`config.mk`:
```
export PLATFORM = sky130hd
export DESIGN_NAME = vid_transition_supervisor
export DESIGN_NICKNAME = d
export VERILOG_FILES = /design/src/rtl/dvid_pkg.sv /design/src/rtl/dvid_step_detect.sv /design/src/rtl/dvid_window_timer.sv /design/src/rtl/dvid_ctrl.sv /design/src/rtl/vid_transition_supervisor.sv
export SDC_FILE = /design/constraint.sdc
export NUM_CORES = 1
export LEC_CHECK = 0
export BUFFER_PORTS_ARGS = -buffer_cell sky130_fd_sc_hd__buf_2
export CAP_MARGIN = 40
export CORE_UTILIZATION = 50
export CTS_BUF_LIST = sky130_fd_sc_hd__clkbuf_4 sky130_fd_sc_hd__clkbuf_8 sky130_fd_sc_hd__clkbuf_16
export DETAILED_ROUTE_END_ITERATION = 10
export HOLD_SLACK_MARGIN = 0.15
export PLACE_DENSITY_LB_ADDON = 0.08
export SYNTH_ARGS = -nofsm -noshare
export SYNTH_HDL_FRONTEND = slang
export SYNTH_HIERARCHICAL = 1
export SYNTH_SLANG_ARGS = --single-unit
```
`constraint.sdc`:
```
create_clock -name clk -period 5.5 [get_ports clk]
set_clock_uncertainty 0.2 [all_clocks]
set_input_delay 0 -clock clk [delete_from_list [all_inputs] [get_ports clk]]
set_output_delay 0 -clock clk [all_outputs]
set_load 0.01 [all_outputs]
```
`src/rtl/dvid_pkg.sv`:
```
package dvid_pkg;
  typedef enum logic [1:0] {
    ST_IDLE   = 2'd0,
    ST_TRANS  = 2'd1,
    ST_RESUME = 2'd2
  } dvid_state_e;
endpackage

```
`src/rtl/dvid_step_detect.sv`:
```
module dvid_step_detect #(
  parameter int VID_W = 8
) (
  input  logic             clk,
  input  logic             rst,
  input  logic [VID_W-1:0] vid_code,
  output logic             step,
  output logic             step_up
);
  logic [VID_W-1:0] vid_q;

  always_ff @(posedge clk) begin
    vid_q <= vid_code;
  end

  assign step    = (vid_code != vid_q) && !rst;
  assign step_up = vid_code > vid_q;
endmodule

```
`src/rtl/dvid_window_timer.sv`:
```
module dvid_window_timer #(
  parameter int LIMIT = 16
) (
  input  logic clk,
  input  logic rst,
  input  logic clr,
  output logic done
);
  localparam int CW = $clog2(LIMIT + 1);
  localparam logic [CW-1:0] LIM = CW'(LIMIT);

  logic [CW-1:0] cnt;

  always_ff @(posedge clk) begin
    if (rst || clr)   cnt <= '0;
    else if (cnt != LIM) cnt <= cnt + 1'b1;
  end

  assign done = (cnt == LIM);


  no_overflow_chk: assert property (@(posedge clk) disable iff (rst)
    cnt <= LIM);
endmodule

```
`src/rtl/dvid_ctrl.sv`:
```
module dvid_ctrl
  import dvid_pkg::*;
#(
  parameter int PCT_W     = 9,
  parameter int NORM_PCT  = 100,
  parameter int BOOST_PCT = 240
) (
  input  logic             clk,
  input  logic             rst,
  input  logic             step,
  input  logic             step_up,
  input  logic             settled,
  input  logic             dac_match,
  input  logic             resume_done,
  input  logic             lowpwr_req,
  output dvid_state_e      state,
  output logic [PCT_W-1:0] ocp_pct,
  output logic             ovp_max_sel,
  output logic             lowpwr_eff,
  output logic             trans_active
);
  localparam logic [PCT_W-1:0] P_NORM  = PCT_W'(NORM_PCT);
  localparam logic [PCT_W-1:0] P_BOOST = PCT_W'(BOOST_PCT);

  dvid_state_e nxt;
  logic        dir_up, nxt_up, boost_n;

  always_comb begin
    nxt = state;
    unique case (state)
      ST_IDLE:   if (step) nxt = ST_TRANS;
      ST_TRANS:  if (!step && settled && dac_match) nxt = ST_RESUME;
      ST_RESUME: if (step) nxt = ST_TRANS;
                 else if (resume_done) nxt = ST_IDLE;
      default:   nxt = ST_IDLE;
    endcase
  end

  assign nxt_up  = step ? step_up : dir_up;
  assign boost_n = (nxt == ST_TRANS) && nxt_up;

  always_ff @(posedge clk) begin
    if (rst) begin
      state        <= ST_IDLE;
      dir_up       <= 1'b0;
      ocp_pct      <= P_NORM;
      ovp_max_sel  <= 1'b0;
      lowpwr_eff   <= 1'b0;
      trans_active <= 1'b0;
    end else begin
      state        <= nxt;
      dir_up       <= nxt_up;
      ocp_pct      <= boost_n ? P_BOOST : P_NORM;
      ovp_max_sel  <= boost_n;
      lowpwr_eff   <= (nxt == ST_IDLE) && lowpwr_req;
      trans_active <= (nxt == ST_TRANS);
    end
  end


  step_forces_lowpwr_off_chk: assert property (@(posedge clk) disable iff (rst)
    step |=> !lowpwr_eff);

  boost_pairs_ovp_chk: assert property (@(posedge clk) disable iff (rst)
    (ocp_pct == P_BOOST) |-> ovp_max_sel);

  down_step_no_boost_chk: assert property (@(posedge clk) disable iff (rst)
    (step && !step_up) |=> (ocp_pct == P_NORM && !ovp_max_sel));

  close_needs_dac_chk: assert property (@(posedge clk) disable iff (rst)
    (state == ST_RESUME && $past(state) == ST_TRANS) |-> $past(dac_match));
endmodule

```
`src/rtl/vid_transition_supervisor.sv`:
```
module vid_transition_supervisor
  import dvid_pkg::*;
#(
  parameter int VID_W      = 8,
  parameter int PCT_W      = 9,
  parameter int NORM_PCT   = 100,
  parameter int BOOST_PCT  = 240,
  parameter int SETTLE_CYC = 20,
  parameter int CLK_MHZ    = 4,
  parameter int RESUME_US  = 50
) (
  input  logic             clk,
  input  logic             rst,
  input  logic [VID_W-1:0] vid_code,
  input  logic [VID_W-1:0] dac_code,
  input  logic             lowpwr_req,
  output logic [PCT_W-1:0] ocp_pct,
  output logic             ovp_max_sel,
  output logic             lowpwr_eff,
  output logic             trans_active
);
  localparam int RESUME_CYC = CLK_MHZ * RESUME_US;

  logic        step, step_up, settled, resume_done;
  dvid_state_e state;

  dvid_step_detect #(.VID_W(VID_W)) u_detect (
    .clk(clk), .rst(rst), .vid_code(vid_code),
    .step(step), .step_up(step_up)
  );

  dvid_window_timer #(.LIMIT(SETTLE_CYC)) u_settle (
    .clk(clk), .rst(rst), .clr(step || state == ST_IDLE), .done(settled)
  );

  dvid_window_timer #(.LIMIT(RESUME_CYC)) u_resume (
    .clk(clk), .rst(rst), .clr(state != ST_RESUME), .done(resume_done)
  );

  dvid_ctrl #(.PCT_W(PCT_W), .NORM_PCT(NORM_PCT), .BOOST_PCT(BOOST_PCT)) u_ctrl (
    .clk(clk), .rst(rst), .step(step), .step_up(step_up),
    .settled(settled), .dac_match(dac_code == vid_code),
    .resume_done(resume_done), .lowpwr_req(lowpwr_req),
    .state(state), .ocp_pct(ocp_pct), .ovp_max_sel(ovp_max_sel),
    .lowpwr_eff(lowpwr_eff), .trans_active(trans_active)
  );
endmodule

```
==> out/qor.csv, run 1 <==
stage,metric,value,unit
status,status,"finished, final reports clean",
drt,"antenna viol nets, final",0,
finish,Antenna Cells,0,
logic_synthesis,asr flop ratio synth,0,%
global_routing,GRT Residual Overflow,0,
logic_synthesis,Synth area leaders,"dfxtp_1 38%, ha_1 10%, xnor2_1 5.9%",
floorplan,row count,19,
timing,RSZ-0062 raised after global routing,false,
logic_synthesis,Yosys cell types,41,
power,Switching Fraction,22.21,%
placement,GPL Wtd Cong,0.7104,
global_routing,vias in the first global route,1162,
logic_synthesis,Yosys top cell by area,dfxtp_1,
logic_synthesis,Yosys top cell area share,37.97,%
power,share of total power in the clock network,33.1,%
global_routing,Total Routing Usage GR,19.33,%
timing,final worst path period need,3077,ps
global_routing,pin count of the biggest net entering global routing,17,
cts,Clock Latency Late Sink,330,ps
worst_setup_path,crit-path max FO,4,
drt,Initial DRT Pass Iterations,4,
cts,Clock Path Buffers,2,
power,Comb power frac,14.6,%
timing,Fin Hold WS,292.8,ps
finish,final cell count without fillers,230,
finish,Fill cells,226,
power,Switch Pwr,90.13,uW
drt,wire length per cell,11.74,um
placement,dpl cells,204,
worst_setup_path,crit end category,flip-flop,
global_routing,initial antenna violation count,0,
worst_setup_path,critical path type,in -> reg,
worst_hold_path,Worst Hold Class,in -> reg,
worst_setup_path,"Buf+Inv Stages, Crit Path",5,
timing,final hold violation count,0,
floorplan,core area,2781,sq um
logic_synthesis,Synth Cell Area,1476,sq um
power,Int Power,315.6,uW
finish,Layout area overhead,25.93,%
timing,Fmax,0.3250,GHz
cts,number of setup buffers added after CTS,0,
floorplan,Die Span X,56.34,um
drt,via count,1175,
placement,detailed-placement wirelength estimate,1.979,mm
logic_synthesis,"Top FF cell, synth",dfxtp_1,
power,P_leak,0.8245,nW
logic_synthesis,share of the yosys chip area belonging to registers,37.97,%
timing,Final Max Tran Viols,0,
power,maximum vdd drop,0.2662,mV
logic_synthesis,"Warnings, synthesis",6,
cts,CTS root buffer,clkbuf_4,
drt,total wire length,2.700,mm
power,Seq pwr share,52.3,%
worst_setup_path,crit-path max cell delay,600,ps
timing,fin crit share,55.95,%
floorplan,Ports,31,
drt,drc violations,0,
finish,post-layout util,66.85,%
worst_setup_path,CP startpoint kind,input pin,
worst_setup_path,WP data arrival,3110,ps
drt,post-DR vias/cell,5.109,
cts,clock-pin slew on the worst setup and hold paths,150,ps
worst_setup_path,most frequent CP cell,dlygate4sd3_1,
floorplan,die area,3174,sq um
cts,H-tree levels,1,
worst_setup_path,CP max-delay cell,dlygate4sd3_1,
floorplan,Starting Density,53.08,%
timing,Setup TNS,0,ps
worst_setup_path,crit-path cells,dlygate4sd3_1 -> buf_2 -> xnor2_1 -> nand4_1 -> dlygate4sd3_1 -> nor2_1 -> dlygate4sd3_1 -> a21boi_2 -> o21ai_2 -> nor2_1 -> dlygate4sd3_1,
drt,number of DRC markers in iteration 0,23,
cts,clock buffer count from CTS,3,
timing,Finish-stage setup viols,0,
flow_run,MaxCap Viol Count,0,
power,total power,405.8,uW
finish,layout cells sized above 1,24.12,%
logic_synthesis,mean post-synth cell area,9.587,sq um
finish,Final nets,231,
worst_setup_path,R2R Setup Slk,3300,ps
cts,clock sink total,28,
logic_synthesis,count of state elements after synthesis,28,
floorplan,Die Y,56.34,um
power,PD cells,218.2,nW/um^2
worst_setup_path,cell family with most CP delay,buffers and inverters,
global_routing,global-route wire length before repair,4.836,mm
placement,PortBufs,24,
logic_synthesis,Cells after Synth,154,
worst_setup_path,CP Data Required Time,5540,ps
cts,CTS tree,yes,
logic_synthesis,"EDFF count, synth",0,
-- final timing paths --
path | startpoint | to | cells past startpoint
worst max-delay path | vid_code[7] | u_ctrl/state[0]$_SDFF_PP0_ | 11
worst max register to register | u_detect/vid_q[3]$_DFF_P_ | u_ctrl/state[0]$_SDFF_PP0_ | 8
worst min-delay path | rst | u_ctrl/ocp_pct[4]$_SDFF_PP0_ | 3
worst min register to register | u_settle/cnt[1]$_SDFFE_PP0P_ | u_settle/cnt[1]$_SDFFE_PP0P_ | 2
-- cell usage in the layout, fill, tap and decap left out, types with 2 or more instances in the layout --
cell,count
nor3_2,3
a21oi_2,2
nor3b_2,2
o21ai_0,5
nand2_1,5
nand2b_1,2
nor2b_4,2
xnor2_1,10
nand3_1,4
buf_2,24
a21oi_1,8
nor3_1,4
conb_1,6
clkbuf_4,3
ha_1,12
or3_1,3
dfxtp_1,28
nor2_1,12
nand4_1,4
inv_1,13
xor2_1,4
dlygate4sd3_1,22
-- flip-flops by register name, indices dropped and copies added (netlist names) --
register             flops
u_settle/cnt             5
u_ctrl/lowpwr_eff        1
u_ctrl/ocp_pct           2
u_resume/cnt             8
u_ctrl/state             2
u_ctrl/trans_active      1
u_ctrl/dir_up            1
u_detect/vid_q           8
-- cells by family (layout without fill, tap and decap cells) --
family | after synthesis | after routing | synth area share [%]
and+or+nand+nor | 50 | 50 | 22.71
DFF | 28 | 28 | 37.97
AOI/OAI and AO/OA | 24 | 24 | 11.44
buffers and inverters | 23 | 64 | 8.221
xor gates and xnor gates | 14 | 14 | 8.305
adders and majority gates | 12 | 12 | 10.17
other | 2 | 6 | 0.5087
muxes | 1 | 1 | 0.6780
-- per-stage QoR --
stage | instance area, sq um | setup WS, ps
after floorplan | 1491 | 3687
after global placement | 1587 | 3586
after detailed placement | 1587 | 3521
after CTS | 1859 | 2460
after global routing | 1859 | 2250
final | 1859 | 2423
-- cells in the mapped netlist (2+ instances only) --
library cell	n
nand2_1	5
nand3_1	4
xor2_1	4
o21ai_0	5
xnor2_1	10
nor2_1	12
nor2b_4	2
dfxtp_1	28
ha_1	12
buf_4	8
a21oi_2	2
nor3_1	4
nand4_1	4
conb_1	2
nand2b_1	2
a21oi_1	8
or3_1	3
inv_1	13
nor3_2	3
nor3b_2	2
-- power groups by stage --
stage / registers, mW / logic, mW / clock network (mW)
after CTS: 0.212 / 0.0596 / 0.138
after global routing: 0.213 / 0.0661 / 0.146
final: 0.212 / 0.0594 / 0.134
after floorplan: 0.217 / 0.0340 / 0
after global placement: 0.216 / 0.0466 / 0
after detailed placement: 0.217 / 0.0478 / 0
-- worst register-to-register path: stages (launching register included) --
cell	delay [ps]
dfxtp_1	340
inv_1	40
ha_1	310
nand4_1	150
nor2_1	50
nor2_1	290
o21ai_2	150
nor2_1	100
dlygate4sd3_1	540
-- per-layer routing --
layer	part of all wire, %	global-route usage (%)	vias up	wire [um]
met2	49	34.69	26	1334
met1	46	22.05	544	1245
met4	0.85	6.272	0	23
li1	-	-	603	-
met3	3.6	5.300	2	97
met5	0	0	-	0
-- final cells by class --
type                    count  area (sq um)  area share [%]
well taps                  31         38.79           2.086
clock inverters             1         30.03           1.615
multi-input cells         107         809.5           43.54
flip-flops and latches     28         560.5           30.15
inverters                  14         57.56           3.096
repair buffers             46         340.3           18.30
clock buffers               3         22.52           1.211
-- timing repair --
| action | 4_1_cts | 5_1_grt |
|---|---|---|
| resized for setup | 0 | 0 |
| endpoints found under the hold margin | 28 | 0 |
| hold buffers | 22 | 0 |
| endpoints found under the setup margin | 0 | 0 |
Power figures use the tool's default switching activity.
==> run 2, diff against run 1 <==
==> constraint.sdc (replaced) <==
create_clock -name clk -period 3.1 [get_ports clk]
set_clock_uncertainty 0.2 [all_clocks]
set_input_delay 0 -clock clk [delete_from_list [all_inputs] [get_ports clk]]
set_output_delay 0 -clock clk [all_outputs]
set_load 0.01 [all_outputs]
==> out/qor.csv, run 2 (synthesis results as in run 1) <==
stage,metric,value,unit,change
drt,via count,1156,,-1.6%
global_routing,Total Routing Usage GR,18.46,%,-0.87 points
cts,Clock Path Buffers,2,,unchanged
finish,post-layout util,67.75,%,+0.90 points
timing,Fin Hold WS,286.2,ps,-6.536 ps
finish,layout cells sized above 1,24.88,%,+0.76 points
timing,final hold violation count,0,,unchanged
timing,Fmax,0.3955,GHz,
flow_run,MaxCap Viol Count,0,,unchanged
drt,wire length per cell,11.53,um,-1.7%
worst_setup_path,crit end category,flip-flop,,
drt,"antenna viol nets, final",0,,unchanged
timing,final worst path period need,2528,ps,
floorplan,row count,19,,unchanged
worst_setup_path,crit-path max cell delay,560,ps,-40 ps
drt,drc violations,0,,unchanged
finish,"leading cell type in the layout, fill and taps excluded",dfxtp_1,,
worst_setup_path,CP startpoint kind,input pin,,
timing,Final Max Tran Viols,0,,unchanged
cts,clock sink total,28,,unchanged
cts,clock-pin slew on the worst setup and hold paths,150,ps,about the same
cts,CTS tree,yes,,
placement,PortBufs,24,,unchanged
global_routing,global-route wire length before repair,4.581,mm,-5.3%
cts,H-tree levels,1,,unchanged
floorplan,Starting Density,53.08,%,unchanged
floorplan,Die Y,56.34,um,unchanged
timing,RSZ-0062 raised after global routing,false,,
timing,Setup TNS,0,ps,unchanged
power,P_leak,0.8340,nW,+1.2%
floorplan,core area,2781,sq um,unchanged
cts,CTS root buffer,clkbuf_4,,
global_routing,GRT Residual Overflow,0,,unchanged
worst_setup_path,crit-path max FO,3,,-1
placement,Placed Area,1587,sq um,unchanged
power,PD cells,383.3,nW/um^2,+76%
power,maximum vdd drop,0.4920,mV,+85%
floorplan,Ports,31,,unchanged
cts,clock buffer count from CTS,3,,unchanged
global_routing,initial antenna violation count,0,,unchanged
finish,post-route cell area,1884,sq um,+1.3%
worst_hold_path,Worst Hold Class,in -> reg,,
worst_setup_path,WP data arrival,2570,ps,-540 ps
drt,number of DRC markers in iteration 0,27,,+17%
worst_setup_path,CP Data Required Time,3140,ps,-2400 ps
finish,Layout area overhead,27.63,%,
finish,largest registers,"u_detect/vid_q: 8 flops, u_resume/cnt: 8 flops, u_settle/cnt: 5 flops",,
placement,detailed-placement wirelength estimate,1.929,mm,-2.5%
floorplan,Die Span X,56.34,um,unchanged
timing,Finish-stage setup viols,0,,unchanged
finish,final cell count without fillers,232,,+0.87%
timing,fin crit share,81.56,%,
global_routing,vias in the first global route,1090,,-6.2%
placement,dpl cells,204,,unchanged
finish,Antenna Cells,0,,unchanged
worst_setup_path,crit-path cells,dlygate4sd3_1 -> buf_2 -> xnor2_1 -> nand4_1 -> dlygate4sd3_1 -> nor2_1 -> a21boi_2 -> o21ai_2 -> nor2_1 -> dlygate4sd3_1,,
finish,Final nets,233,,+0.87%
drt,post-DR vias/cell,4.983,,-2.5%
floorplan,die area,3174,sq um,unchanged
worst_setup_path,critical path type,in -> reg,,
finish,"commonest non-fill, non-tap cells in the layout","28 x dfxtp_1, 24 x buf_2, 23 x dlygate4sd3_1",,
status,status,"finished, final reports clean",,
worst_setup_path,CP max-delay cell,dlygate4sd3_1,,
cts,Clock Latency Late Sink,330,ps,about the same
drt,Initial DRT Pass Iterations,4,,unchanged
placement,GPL Wtd Cong,0.7104,,unchanged
worst_setup_path,most frequent CP cell,dlygate4sd3_1,,
drt,total wire length,2.676,mm,-0.89%
global_routing,pin count of the biggest net entering global routing,17,,unchanged
[run 2: changes by cell type in the layout (fill, tap and decap cells not counted), sizes merged]
cell	previous run	this run
dlygate4sd3	22	23
buf	24	25
[run 2: timing repair]
action | in CTS | in global routing
hold endpoints to repair | 28 | 1
resized for setup | 0 | 1
hold buffers | 22 | 2
endpoints found under the setup margin | 0 | 1
setup buffers | 0 | 1
[run 2: power by group]
group | switching [mW] | leakage (nW) | internal, mW
clock network | 0.105 | 0.0279 | 0.131
registers | 0.00498 | 0.230 | 0.371
logic | 0.0490 | 0.576 | 0.0616
[run 2: final timing paths]
| path | start | end | slack [ps] | depth (start not counted) |
|---|---|---|---|---|
| worst min-delay path | rst | u_ctrl/ocp_pct[4]$_SDFF_PP0_ | 290 | 3 |
| worst min register to register | u_settle/cnt[1]$_SDFFE_PP0P_ | u_settle/cnt[1]$_SDFFE_PP0P_ | 310 | 2 |
| worst max-delay path | vid_code[2] | u_ctrl/state[0]$_SDFF_PP0_ | 570 | 10 |
| worst max register to register | u_detect/vid_q[3]$_DFF_P_ | u_ctrl/state[0]$_SDFF_PP0_ | 970 | 8 |
[run 2: worst max-delay path, delay by kind of cell]
kind                      cells  cell delay [ps]
and+or+nand+nor               3              360
xor gates and xnor gates      1              180
AOI/OAI and AO/OA             2              240
buffers and inverters         4             1780
[run 2: area by class of cell]
| cell class | count | area [sq um] |
|---|---|---|
| fillers | 230 | 897.1 |
| inverters | 14 | 57.56 |
| clock inverters | 1 | 30.03 |
| repair buffers | 48 | 357.8 |
| well taps | 31 | 38.79 |
| multi-input cells | 107 | 817.0 |
| flip-flops and latches | 28 | 560.5 |
| clock buffers | 3 | 22.52 |
[run 2: stage by stage]
step	total power [mW]	setup slack (ps)
floorplan	0.4453	1287
global placement	0.4666	1186
detailed placement	0.4684	1115
CTS	0.7278	61.42
global route	0.7568	419.0
finish	0.7223	571.8
[run 2: layer usage]
| layer | track usage (%) | vias to the layer above | share of wire (%) |
|---|---|---|---|
| li1 | - | 607 | - |
| met1 | 22.19 | 517 | 47 |
| met2 | 32.31 | 30 | 48 |
| met3 | 4.839 | 2 | 4.0 |
| met4 | 5.226 | 0 | 0.86 |
| met5 | 0 | - | 0 |
==> run 3, diff against run 2 <==
--- a/config.mk
+++ b/config.mk
@@ -7,7 +7,7 @@
 export LEC_CHECK = 0
 export BUFFER_PORTS_ARGS = -buffer_cell sky130_fd_sc_hd__buf_2
 export CAP_MARGIN = 40
-export CORE_UTILIZATION = 50
+export CORE_UTILIZATION = 48
 export CTS_BUF_LIST = sky130_fd_sc_hd__clkbuf_4 sky130_fd_sc_hd__clkbuf_8 sky130_fd_sc_hd__clkbuf_16
 export DETAILED_ROUTE_END_ITERATION = 10
 export HOLD_SLACK_MARGIN = 0.15
==> constraint.sdc (replaced) <==
create_clock -name clk -period 2.1 [get_ports clk]
set_clock_uncertainty 0.2 [all_clocks]
set_input_delay 0 -clock clk [delete_from_list [all_inputs] [get_ports clk]]
set_output_delay 0 -clock clk [all_outputs]
set_load 0.01 [all_outputs]
==> out/qor.csv, run 3 (synthesis results as in run 1) <==
stage,metric,value,unit,change
floorplan,Starting Density,52.19,%,-0.89 points
drt,total wire length,2.796,mm,+4.5%
cts,H-tree levels,1,,unchanged
floorplan,Die Y,57.46,um,+2.0%
timing,Fmax,0.5008,GHz,
worst_setup_path,r2r worst-path depth,8,,unchanged
worst_setup_path,crit-path cells,dlygate4sd3_1 -> buf_2 -> xnor2_1 -> nand4_1 -> dlygate4sd3_1 -> nor2_2 -> a21boi_2 -> o21ai_2 -> nand2b_1,,
cts,CTS tree,yes,,
finish,post-route cell area,1867,sq um,-0.93%
global_routing,gr busiest metal,met2,,
flow_run,MaxCap Viol Count,0,,unchanged
floorplan,core area,2829,sq um,+1.7%
timing,final hold violation count,0,,unchanged
timing,Finish-stage setup viols,0,,unchanged
worst_setup_path,crit-path max FO,4,,+1
worst_hold_path,min-delay src,dac_code[1],,
finish,area of the multi-input gates,844.6,sq um,+3.4%
finish,FF/Latch Area,560.5,sq um,unchanged
timing,Fin Hold WS,198.0,ps,-88.21 ps
finish,post-layout util,65.99,%,-1.8 points
global_routing,global-route wire length before repair,4.836,mm,+5.6%
worst_setup_path,reg-to-reg endpoint,u_settle/cnt[0]$_SDFFE_PP0P_,,
placement,GPL Wtd Cong,0.7673,,+8.0%
drt,wire length per cell,12.21,um,+5.9%
finish,Final nets,231,,-0.86%
drt,drc violations,2,,+2
timing,Final Max Tran Viols,0,,unchanged
global_routing,GRT Residual Overflow,0,,unchanged
finish,"commonest non-fill, non-tap cells in the layout","28 x dfxtp_1, 24 x buf_2, 21 x dlygate4sd3_1",,
global_routing,Total Routing Usage GR,19.37,%,+0.92 points
cts,Clock Path Buffers,2,,unchanged
drt,number of DRC markers in iteration 0,44,,+63%
global_routing,met2 Use GR,33.55,%,+1.2 points
floorplan,row count,19,,unchanged
placement,detailed-placement wirelength estimate,1.862,mm,-3.5%
worst_setup_path,crit-path max cell delay,570,ps,about the same
timing,RSZ-0062 raised after global routing,false,,
worst_setup_path,R2R Setup Slk,120,ps,-850 ps
worst_setup_path,Critical R2R Launch,u_detect/vid_q[3]$_DFF_P_,,
status,status,finished with violations,,
drt,via count,1172,,+1.4%
floorplan,die area,3302,sq um,+4.0%
power,PD cells,505.3,nW/um^2,+32%
timing,final worst path period need,1997,ps,
cts,CTS root buffer,clkbuf_4,,
floorplan,Die Span X,57.46,um,+2.0%
finish,Antenna Cells,0,,unchanged
finish,final cell count without fillers,229,,-1.3%
timing,Setup TNS,0,ps,unchanged
drt,"antenna viol nets, final",0,,unchanged
finish,Fill cells,237,,+3.0%
worst_setup_path,most frequent CP cell,dlygate4sd3_1,,
worst_hold_path,end of the worst hold path,u_ctrl/state[1]$_SDFF_PP0_,,
global_routing,pin count of the biggest net entering global routing,15,,-2
power,maximum vdd drop,0.2413,mV,-51%
finish,layout cells sized above 1,26.77,%,+1.9 points
drt,Initial DRT Pass Iterations,7,,+3
worst_setup_path,CP startpoint kind,input pin,,
global_routing,GR Layer Usage met3,3.401,%,-1.4 points
global_routing,vias in the first global route,1108,,+1.7%
worst_hold_path,Worst Hold Class,in -> reg,,
worst_setup_path,critical path type,in -> reg,,
placement,PortBufs,24,,unchanged
worst_hold_path,Hold Crit Depth,7,,+4
worst_setup_path,CP Data Required Time,2180,ps,-960 ps
floorplan,Ports,31,,unchanged
cts,clock-pin slew on the worst setup and hold paths,150,ps,about the same
cts,number of setup buffers added after CTS,0,,unchanged
global_routing,met1 Track Usage GR,23.59,%,+1.4 points
timing,fin crit share,95.08,%,
finish,largest registers,"u_detect/vid_q: 8 flops, u_resume/cnt: 8 flops, u_settle/cnt: 5 flops",,
status,failing checks,DRC,,
finish,Layout area overhead,26.44,%,
placement,dpl cells,204,,unchanged
cts,Clock Latency Late Sink,330,ps,about the same
finish,"leading cell type in the layout, fill and taps excluded",dfxtp_1,,
cts,clock sink total,28,,unchanged
worst_setup_path,WP data arrival,2070,ps,-500 ps
worst_setup_path,CP max-delay cell,dlygate4sd3_1,,
power,P_leak,0.8316,nW,-0.30%
drt,post-DR vias/cell,5.118,,+2.7%
global_routing,initial antenna violation count,0,,unchanged
placement,Placed Area,1587,sq um,unchanged
worst_setup_path,crit end category,flip-flop,,
cts,clock buffer count from CTS,3,,unchanged
run 3: cell types whose count changed in the layout (fill, tap and decap cells not counted), sizes merged:
cell	change
dlymetal6s4s	+1
dlygate4sd3	-2
buf	-1
bufinv	-1
run 3: what timing repair did:
action	in CTS	in global routing
resized for setup	0	7
hold buffers	22	0
endpoints found under the setup margin	0	7
endpoints found under the hold margin	28	0
run 3: routing by layer:
layer / wire length [um] / vias up / share of wire [%]
li1: - / 599 / -
met1: 1281 / 536 / 46
met2: 1358 / 30 / 49
met3: 103 / 7 / 3.7
met4: 53 / 0 / 1.9
met5: 0 / - / 0
run 3: power breakdown:
part,internal (mW),switching [mW]
logic,0.0919,0.0765
registers,0.548,0.00735
clock network,0.0673,0.152
total,0.707,0.236
run 3: how the worst max path moves through the flow:
stage	slack, ps	cells past startpoint	end	from
2_1_floorplan	290	8	u_settle/cnt[0]$_SDFFE_PP0P_	u_detect/vid_q[6]$_DFF_P_
3_3_place_gp	190	8	u_settle/cnt[0]$_SDFFE_PP0P_	u_detect/vid_q[3]$_DFF_P_
3_5_place_dp	120	8	u_settle/cnt[0]$_SDFFE_PP0P_	u_detect/vid_q[3]$_DFF_P_
4_1_cts	40	9	u_ctrl/ocp_pct[2]$_SDFF_PP1_	vid_code[7]
5_1_grt	10	9	u_ctrl/ocp_pct[2]$_SDFF_PP1_	vid_code[2]
6_report	100	9	u_ctrl/ocp_pct[2]$_SDFF_PP1_	vid_code[3]
run 3: area by class of cell:
class	instances	share of cell area (%)
sequential	28	30.03
clock buffer	3	1.206
multi-input combinational	107	45.24
timing repair buffer	46	18.36
inverter	14	3.083
tap	31	2.078
run 3: critical path, delay by kind of cell:
kind	cells	cell delay [ps]
XOR/XNOR	1	170
buffers and inverters	3	1240
AND/OR/NAND/NOR	3	370
AO/OA/AOI/OAI	2	290
run 3: per-stage QoR:
| stage | power [mW] | setup slack [ps] |
|---|---|---|
| finish | 0.9432 | 103.3 |
| floorplan | 0.6573 | 286.7 |
| CTS | 0.9478 | 41.74 |
| detailed placement | 0.6915 | 121.0 |
| global placement | 0.6892 | 187.8 |
| global route | 0.9940 | 14.15 |
